`src/rtl/dbg_memrd_pkg.sv`:
```
package dbg_memrd_pkg;
  localparam int unsigned DEF_PC_W   = 24;
  localparam int unsigned DEF_LOW_W  = 16;
  localparam int unsigned DEF_DATA_W = 8;

  // Sequencer phases
  typedef enum logic [1:0] {
    SQ_IDLE = 2'd0,
    SQ_REQ  = 2'd1,
    SQ_WAIT = 2'd2
  } sq_state_t;
endpackage

```
`src/rtl/dbg_addr_form.sv`:
```
module dbg_addr_form #(
  parameter int unsigned PC_W  = 24,
  parameter int unsigned LOW_W = 16,
  localparam int unsigned HI_W = PC_W - LOW_W
) (
  input  logic [PC_W-1:0] pc_in,
  input  logic            wide,
  input  logic [HI_W-1:0] page,
  output logic [PC_W-1:0] ea
);
  // Effective address: full counter, or page byte over low counter bits
  function automatic logic [PC_W-1:0] form_ea(
    input logic [PC_W-1:0] pc,
    input logic            w,
    input logic [HI_W-1:0] pg
  );
    if (w) return pc;
    return {pg, pc[LOW_W-1:0]};
  endfunction

  assign ea = form_ea(pc_in, wide, page);
endmodule

```
`src/rtl/dbg_pc_reg.sv`:
```
module dbg_pc_reg #(
  parameter int unsigned PC_W  = 24,
  parameter int unsigned LOW_W = 16
) (
  input  logic            clk,
  input  logic            rst_n,
  input  logic            ld_en,
  input  logic [PC_W-1:0] ld_val,
  input  logic            step_en,
  input  logic            step_wide,
  output logic [PC_W-1:0] pc_q
);
  // Advance by one; narrow mode keeps the upper bits untouched
  function automatic logic [PC_W-1:0] step_pc(
    input logic [PC_W-1:0] pc,
    input logic            w
  );
    logic [LOW_W-1:0] lo;
    if (w) return pc + PC_W'(1);
    lo = pc[LOW_W-1:0] + LOW_W'(1);
    return {pc[PC_W-1:LOW_W], lo};
  endfunction

  logic [PC_W-1:0] pc_next;

  always_comb begin
    pc_next = pc_q;
    if (ld_en)        pc_next = ld_val;
    else if (step_en) pc_next = step_pc(pc_q, step_wide);
  end

  always_ff @(posedge clk) begin
    if (!rst_n) pc_q <= '0;
    else        pc_q <= pc_next;
  end

  // a load always lands, even against an advance
  p_load_wins_r10: assert property (@(posedge clk) disable iff (!rst_n)
    ld_en |=> pc_q == $past(ld_val));

  // narrow advance leaves the upper bits alone
  p_upper_hold_r7: assert property (@(posedge clk) disable iff (!rst_n)
    (step_en && !ld_en && !step_wide) |=>
      pc_q[PC_W-1:LOW_W] == $past(pc_q[PC_W-1:LOW_W]));

  // the counter changes on every advance
  p_step_moves_r6: assert property (@(posedge clk) disable iff (!rst_n)
    (step_en && !ld_en) |=> pc_q != $past(pc_q));

  // the counter is steady without load or advance
  p_pc_quiet_r6: assert property (@(posedge clk) disable iff (!rst_n)
    (!step_en && !ld_en) |=> $stable(pc_q));
endmodule

```
`src/rtl/dbg_rd_seq.sv`:
```
module dbg_rd_seq
  import dbg_memrd_pkg::*;
#(
  parameter int unsigned PC_W   = 24,
  parameter int unsigned DATA_W = 8
) (
  input  logic              clk,
  input  logic              rst_n,
  input  logic              host_rd,
  input  logic [PC_W-1:0]   ea_in,
  input  logic              wide_in,
  input  logic              mem_ready,
  input  logic              mem_rvalid,
  input  logic [DATA_W-1:0] mem_rdata,
  output logic              mem_req,
  output logic [PC_W-1:0]   mem_addr,
  output logic [DATA_W-1:0] host_rdata,
  output logic              host_rvalid,
  output logic              busy,
  output logic              step_en,
  output logic              step_wide,
  output logic              accept_evt,
  output logic              rsp_evt
);
  sq_state_t st_q, st_d;
  logic      wide_q;

  assign busy       = (st_q != SQ_IDLE);
  assign accept_evt = host_rd && (st_q == SQ_IDLE);
  assign rsp_evt    = mem_rvalid && (st_q == SQ_WAIT);
  assign mem_req    = (st_q == SQ_REQ);
  assign step_en    = rsp_evt;
  assign step_wide  = wide_q;

  always_comb begin
    st_d = st_q;
    unique case (st_q)
      SQ_IDLE: if (host_rd)    st_d = SQ_REQ;
      SQ_REQ:  if (mem_ready)  st_d = SQ_WAIT;
      SQ_WAIT: if (mem_rvalid) st_d = SQ_IDLE;
      default:                 st_d = SQ_IDLE;
    endcase
  end

  always_ff @(posedge clk) begin
    if (!rst_n) begin
      st_q        <= SQ_IDLE;
      wide_q      <= 1'b0;
      mem_addr    <= '0;
      host_rdata  <= '0;
      host_rvalid <= 1'b0;
    end else begin
      st_q        <= st_d;
      host_rvalid <= rsp_evt;
      if (accept_evt) begin
        mem_addr <= ea_in;
        wide_q   <= wide_in;
      end
      if (rsp_evt) host_rdata <= mem_rdata;
    end
  end

  // the request holds, with a steady address, until accepted
  p_req_hold_r2: assert property (@(posedge clk) disable iff (!rst_n)
    (mem_req && !mem_ready) |=> (mem_req && $stable(mem_addr)));

  // an accepted host read is followed by a request
  p_req_follows_r2: assert property (@(posedge clk) disable iff (!rst_n)
    accept_evt |=> mem_req);

  // the returned byte reaches the host one cycle later
  p_rsp_latency_r5: assert property (@(posedge clk) disable iff (!rst_n)
    rsp_evt |=> (host_rvalid && host_rdata == $past(mem_rdata)));

  // the host strobe lasts one cycle
  p_rvalid_pulse_r5: assert property (@(posedge clk) disable iff (!rst_n)
    host_rvalid |=> !host_rvalid);

  // busy drops only as the byte is handed over
  p_busy_drop_r9: assert property (@(posedge clk) disable iff (!rst_n)
    $fell(busy) |-> host_rvalid);

  // a strobe while busy leaves the request path untouched
  p_busy_ignore_r9: assert property (@(posedge clk) disable iff (!rst_n)
    (host_rd && busy && !mem_req) |=> !mem_req);
endmodule

```
`src/rtl/dbg_memrd_port.sv`:
```
module dbg_memrd_port
  import dbg_memrd_pkg::*;
#(
  parameter int unsigned PC_W   = DEF_PC_W,
  parameter int unsigned LOW_W  = DEF_LOW_W,
  parameter int unsigned DATA_W = DEF_DATA_W,
  localparam int unsigned HI_W  = PC_W - LOW_W
) (
  input  logic              clk,
  input  logic              rst_n,
  input  logic              host_rd,
  output logic [DATA_W-1:0] host_rdata,
  output logic              host_rvalid,
  output logic              busy,
  input  logic              pc_wr_en,
  input  logic [PC_W-1:0]   pc_wr_data,
  output logic [PC_W-1:0]   pc_value,
  input  logic              wide_mode,
  input  logic [HI_W-1:0]   base_page,
  output logic              mem_req,
  output logic [PC_W-1:0]   mem_addr,
  input  logic              mem_ready,
  input  logic              mem_rvalid,
  input  logic [DATA_W-1:0] mem_rdata
);
  logic [PC_W-1:0] ea_w;
  logic            step_en_w;
  logic            step_wide_w;
  logic            accept_evt_w;
  logic            rsp_evt_w;

  dbg_addr_form #(.PC_W(PC_W), .LOW_W(LOW_W)) u_addr (
    .pc_in (pc_value),
    .wide  (wide_mode),
    .page  (base_page),
    .ea    (ea_w)
  );

  dbg_pc_reg #(.PC_W(PC_W), .LOW_W(LOW_W)) u_pc (
    .clk       (clk),
    .rst_n     (rst_n),
    .ld_en     (pc_wr_en),
    .ld_val    (pc_wr_data),
    .step_en   (step_en_w),
    .step_wide (step_wide_w),
    .pc_q      (pc_value)
  );

  dbg_rd_seq #(.PC_W(PC_W), .DATA_W(DATA_W)) u_seq (
    .clk         (clk),
    .rst_n       (rst_n),
    .host_rd     (host_rd),
    .ea_in       (ea_w),
    .wide_in     (wide_mode),
    .mem_ready   (mem_ready),
    .mem_rvalid  (mem_rvalid),
    .mem_rdata   (mem_rdata),
    .mem_req     (mem_req),
    .mem_addr    (mem_addr),
    .host_rdata  (host_rdata),
    .host_rvalid (host_rvalid),
    .busy        (busy),
    .step_en     (step_en_w),
    .step_wide   (step_wide_w),
    .accept_evt  (accept_evt_w),
    .rsp_evt     (rsp_evt_w)
  );

  // the request carries the address of the accepted read
  p_addr_capture_r3_r4: assert property (@(posedge clk) disable iff (!rst_n)
    (accept_evt_w && !pc_wr_en) |=> mem_addr == $past(ea_w));

  // the counter only advances while a read is outstanding
  p_step_in_busy_r9: assert property (@(posedge clk) disable iff (!rst_n)
    step_en_w |-> busy);
endmodule

```
`config.mk`:
```
export PLATFORM = sky130hd
export DESIGN_NAME = dbg_memrd_port
export DESIGN_NICKNAME = d
export VERILOG_FILES = /design/src/rtl/dbg_memrd_pkg.sv /design/src/rtl/dbg_addr_form.sv /design/src/rtl/dbg_pc_reg.sv /design/src/rtl/dbg_rd_seq.sv /design/src/rtl/dbg_memrd_port.sv
export SDC_FILE = /design/constraint.sdc
export NUM_CORES = 1
export LEC_CHECK = 0
export BUFFER_PORTS_ARGS = -buffer_cell sky130_fd_sc_hd__buf_2
export CAP_MARGIN = 25
export CORE_MARGIN = 8
export CORE_UTILIZATION = 49
export CTS_BUF_LIST = sky130_fd_sc_hd__clkbuf_16
export CTS_CLUSTER_DIAMETER = 200
export DETAILED_ROUTE_END_ITERATION = 12
export PLACE_DENSITY_LB_ADDON = 0.15
export SLEW_MARGIN = 20
export SYNTH_ARGS = -nofsm -noshare
export SYNTH_HDL_FRONTEND = slang
export SYNTH_SLANG_ARGS = --single-unit
```
`constraint.sdc`:
```
create_clock -name clk -period 2.3 [get_ports clk]
set_input_delay 0.345 -clock clk [delete_from_list [all_inputs] [get_ports clk]]
set_output_delay 0.345 -clock clk [all_outputs]
set_load 0.1 [all_outputs]
```
## After elaboration in Yosys (flattened, before gate mapping)

Index checks and enable logic that the tools add are counted.

- Bits in read-only memories: 0
- Bits in registers: 60
- Latch bits: 0
- Memories kept: 0
- Memory bits (writable): 0
- Output and inout bits: 59
- Input bits: 47
- Logic and storage cells: 36

- Shift-type cells: 0
- $lt $le $gt $ge: 0
- Add/subtract/negate cells: 2
- Bitwise operators: 0
- Multiplexer cells: 14
- Eq/ne operators: 5
- Multiply operators: 0
- Divide/modulo/power cells: 0
- Reduce and logical (&&, ||, !) cells: 8

Operators with widths:

| cell | number |
|---|---|
| $mux W24 | 6 |
| $add A24 B1 Y24 const B | 1 |
| $add A16 B1 Y16 const B | 1 |
| $mux W2 | 3 |
| $pmux W2 S3 | 1 |
| $reduce_bool A2 Y1 | 3 |
| $mux W1 | 4 |
| $ne A2 B2 Y1 const B | 2 |
| $reduce_and A3 Y1 | 1 |
| $eq A2 B1 Y1 const B | 1 |
| $eq A2 B2 Y1 const B | 1 |
| $logic_and A1 B1 Y1 | 2 |
| $logic_not A2 Y1 | 1 |
| $ne A2 B1 Y1 const B | 1 |
| $reduce_and A2 Y1 | 1 |

## Depth between registers and ports, before layout

- Word-level depth: 7
- Gate-level depth with buffers: 6
- Gate-level depth less buffers: 5

## Modules after synthesis

From an unflattened synthesis, not the netlist that was laid out.

- Cells, all modules: 368
- Area total of the unflattened synthesis: 3201.8 um^2

By module, submodules not included:

| module | area an instance (um^2) | times used | cells each | seq. area each (um^2) |
|---|---|---|---|---|
| dbg_rd_seq | 1501.4 | 1 | 160 | 720.7 |
| dbg_pc_reg | 1448.9 | 1 | 183 | 480.5 |
| dbg_addr_form | 251.5 | 1 | 25 | 0.0 |

## Worst setup path after synthesis

No wires, ideal clock.

- Path kind: register -> register
- From: register u_seq.st_q[0]
- To: register u_seq.st_q[1]
- Required time: 2.241 ns
- Slack: 0.060 ns
- Path buffers: 0
- Cell stages (with the launch flop): 4
- Arrival: 2.180 ns
- Setup time: 0.059 ns
- Path through: dfxtp_1 nor2b_1 a22o_1 and2_1

- Word-level cells in the longest chain between the ends: 3
- Elaborated cells on any way between the ends: 8
- Classes of those cells: eq/ne: 5; mux: 1; reduce/logical: 2

RTL lines:

| item | RTL line | RTL |
|---|---|---|
| start, declared | dbg_rd_seq.sv:25 | `sq_state_t st_q, st_d;` |
| start signal, assigned | dbg_rd_seq.sv:53 | `st_q <= st_d;` |
| $eq A2 B1 Y1 * | n/a |  |
| via mem_req | dbg_memrd_port.sv:20 | `output logic mem_req,` |
| $ne A2 B1 Y1 (no source line) | n/a |  |
| $reduce_and A3 Y1 (no source line) | n/a |  |

The timed path passes the listed nets; every way through them passes the cells marked *.
A chain may end at the register's enable or synchronous reset.

## Final worst setup path

- From: register u_pc.pc_q[0]
- To: register u_pc.pc_q[18]

- Word-level cells in the longest chain between the ends: 5

RTL lines:

| item | RTL line | RTL |
|---|---|---|
| start, declared | dbg_pc_reg.sv:11 | `output logic [PC_W-1:0] pc_q` |
| start signal, assigned | dbg_pc_reg.sv:34 | `else pc_q <= pc_next;` |
| $add A24 B1 Y24 | dbg_pc_reg.sv:19 | `if (w) return pc + PC_W'(1);` |
| $mux W24 | dbg_pc_reg.sv:19 |  |
| $mux W24 | dbg_pc_reg.sv:20 | `lo = pc[LOW_W-1:0] + LOW_W'(1);` |
| $mux W24 | dbg_pc_reg.sv:29 | `else if (step_en) pc_next = step_pc(pc_q, step_wide);` |
| $mux W24 | dbg_pc_reg.sv:28 | `if (ld_en) pc_next = ld_val;` |

No other way between the ends. The select of a mux whose other input is x is not followed.

==> flow_metrics.tcl <==
set metrics [dict create \
    outcome "finished clean" \
    crit_type "flip-flop to flip-flop" \
    detail_route.wl_per_cell_um 15.4 \
    timing.critical_path.to_type "flip-flop" \
    initial_core_util 0.512 \
    skew_ns 0.00692 \
    cts_setup_buffers 0 \
    fin_tns_setup_ns 0 \
    fp.coreArea_sq_um 5540 \
    rr_endpoint "u_pc.pc_q[18]" \
    cts_made_buffers 9 \
    cts_buffer_depth 2 \
    final_util 0.649 \
    place.port_buffers 105 \
    min_delay_path_depth 2 \
    layout.cells.non_filler 501 \
    seq_area_sq_um 1200 \
    whs_endpoint "u_pc.pc_q[1]" \
    period_minus_slack_ns 2.07 \
    grt_setup_unrepaired "false" \
    clkTransAtPathRegs_ns 0.05 \
    ir_drop_uv 553 \
    cts_tree "built" \
    syn_to_final_growth_pct 26.6 \
    final_nets 473 \
    power.density_nw_per_um2 847 \
    worstSkewPairLatency_ns 0.32 \
    final.period_utilization 0.899 \
    die_h_um 92.1 \
    avgSynthCellArea_sq_um 8.45 \
    root_buffer "clkbuf_16" \
    die_area_sq_um 8480 \
    hold_class "input port to flip-flop" \
    grt_pass1_vias 2683 \
    place_inst 486 \
    r2r_slack_ns 0.23 \
    cp_data_required_time_ns 2.55 \
    dr.pass1.iters 4 \
    dp_hpwl_um 5710 \
    finalSetupViolCount 0 \
    num_rows 27 \
    yosys_register_bits 60 \
    hp-start "pc_wr_data[1]" \
    worstPathMaxFanout 6 \
    diodes 0 \
    worstReg2RegStart "u_pc.pc_q[0]" \
    crit_arrival_ns 2.31 \
    yosysUniqueCellTypes 38 \
    place_congestion 0.819 \
    worstSetupStartpointType "flip-flop" \
    grt_max_degree 34 \
    hold_buffers 0 \
    yosys_warnings 0 \
    ys_seq_area_frac 0.423 \
    worstMarginPinSlew_ns 0.594 \
    avgViaCountPerCell 5.38 \
    routed_wl_um 7690 \
    multiInputGateArea_sq_um 1410 \
    vias 2695 \
    drt_iter0_drc 156 \
    maxClockFrequency_mhz 484 \
    maxSlewViolCount 0 \
    io_pins 106 \
    p_leak_nw 1.64 \
    cts-htree-levels 3 \
    drc 0 \
    grt_pass1_wl_um 12900 \
    n_fill_cell 512 \
    synth_cells 336 \
    grt_overflow 0 \
    drive_gt1_frac 0.310 \
    grt_use_total 0.184 \
    maxCapViolCount 0 \
    syn-num-nets 384 \
    pre_cts_slack_ns 0.203 \
    cts_resized 0 \
    relSlewSlack 0.603 \
    finalHoldViolCount 0 \
    fin_ws_ns 0.232 \
    netlist_area_sq_um 2840 \
    postRouteAntennaNets 0 \
    die_w_um 92.1 \
    r2r_cells 5 \
    clock-sinks 60 \
    antenna_found_initial 0 \
]
[stage by stage]
stage	hold slack (ns)	cell area (sq um)	power [mW]
2_1_floorplan	0.471	2840	1.78
3_3_place_gp	0.446	3340	1.91
3_5_place_dp	0.456	3340	1.92
4_1_cts	0.243	3590	3.07
5_1_grt	0.257	3590	3.15
6_report	0.251	3590	3.04
[sequential cells by signal, indices dropped and copies added (netlist names)]
name	flops
u_pc.pc_q	24
u_seq.host_rdata	8
u_seq.host_rvalid	1
u_seq.mem_addr	24
u_seq.st_q	2
u_seq.step_wide	1
[worst max-delay path, cell delays in order (launching register included)]
cell	delay (ns)
dfxtp_1	0.44
ha_1	0.27
nand4b_1	0.23
or3_1	0.48
or4_1	0.42
a31oi_1	0.17
[synth_stat cells]
cell,count,share of area
buf_4,16,0.042
clkinv_1,1,0.0013
a21oi_1,6,0.011
o31ai_1,11,0.029
a22o_1,1,0.0031
inv_1,5,0.0066
and2_1,3,0.0066
a31oi_1,13,0.029
o211a_1,12,0.042
nand3_2,1,0.0035
or4_1,12,0.032
o21a_1,1,0.0026
and3_1,2,0.0044
or3_1,4,0.0088
o21ai_0,22,0.039
buf_1,1,0.0013
a21boi_0,25,0.066
xor2_1,3,0.0093
nor2_1,2,0.0026
nand3_1,8,0.014
nand2b_1,1,0.0022
nor2b_1,2,0.0044
a211oi_1,1,0.0026
nand4b_1,1,0.0031
mux2i_1,8,0.028
nand2_1,69,0.091
dfxtp_1,60,0.42
and4_1,3,0.0093
and3_2,1,0.0026
clkbuf_1,21,0.028
xnor2_1,6,0.019
ha_1,1,0.0044
nand3b_1,1,0.0026
nor3_1,3,0.0053
nand4_1,5,0.011
buf_2,1,0.0018
and3b_1,1,0.0031
nor4_1,2,0.0044
[where the power goes]
| part | internal (mW) | total (mW) | switching [mW] |
|---|---|---|---|
| Combinational | 0.149 | 0.731 | 0.582 |
| Sequential | 1.10 | 1.16 | 0.0578 |
| Clock | 0.710 | 1.15 | 0.441 |
| Total | 1.96 | 3.04 | 1.08 |
[per-layer routing]
layer / GRT usage / vias up / routed length (um) / share of wire
met5: 0 / - / 0 / 0
met3: 0.0644 / 12 / 607 / 0.079
met2: 0.297 / 73 / 3680 / 0.48
li1: - / 1363 / - / -
met4: 0.0752 / 0 / 118 / 0.015
met1: 0.218 / 1247 / 3290 / 0.43
[worst max-delay path by stage]
| stage | slack [ns] | startpoint | to | cells after the start |
|---|---|---|---|---|
| 2_1_floorplan | 0.06 | u_seq.st_q[0] | u_seq.st_q[1] | 3 |
| 3_3_place_gp | 0.31 | mem_rvalid | u_pc.pc_q[17] | 5 |
| 3_5_place_dp | 0.20 | mem_rvalid | u_pc.pc_q[17] | 5 |
| 4_1_cts | 0.24 | u_seq.st_q[1] | u_pc.pc_q[17] | 4 |
| 5_1_grt | 0.13 | u_seq.st_q[1] | u_pc.pc_q[17] | 4 |
| 6_report | 0.23 | u_pc.pc_q[0] | u_pc.pc_q[18] | 5 |
[cell usage in the layout (no fill, tap or decap), types with 3 or more instances in the layout]
cell type | synthesis | routed
a21boi_0 | 25 | 25
a21oi_1 | 6 | 6
a31oi_1 | 13 | 13
and2_1 | 3 | 3
and4_1 | 3 | 3
buf_2 | 1 | 105
buf_4 | 16 | 12
clkbuf_16 | 0 | 9
clkinv_2 | 0 | 4
dfxtp_1 | 60 | 60
inv_1 | 5 | 5
mux2i_1 | 8 | 8
nand2_1 | 69 | 69
nand3_1 | 8 | 8
nand4_1 | 5 | 5
nor3_1 | 3 | 3
o211a_1 | 12 | 12
o21ai_0 | 22 | 22
o31ai_1 | 11 | 11
or3_1 | 4 | 4
or4_1 | 12 | 12
xnor2_1 | 6 | 6
xor2_1 | 3 | 3
[final cells by class]
| class | instances | share of cell area |
|---|---|---|
| inverters | 6 | 0.00627 |
| clock buffers | 9 | 0.0627 |
| multi-input cells | 231 | 0.391 |
| repair buffers | 117 | 0.171 |
| clock inverters | 6 | 0.00905 |
| flip-flops and latches | 60 | 0.334 |
| well taps | 72 | 0.0251 |
[cell families (layout without fill, tap and decap cells)]
kind of cell,Yosys count,in the layout,synth area share
compound gates,92,92,0.224
xor+xnor,9,9,0.0278
fa+ha+maj,1,1,0.00441
buf+inv,45,138,0.0811
flops,60,60,0.423
mux,8,8,0.0282
simple gates,121,121,0.211
Note: power is estimated with default switching activity, not from simulation.
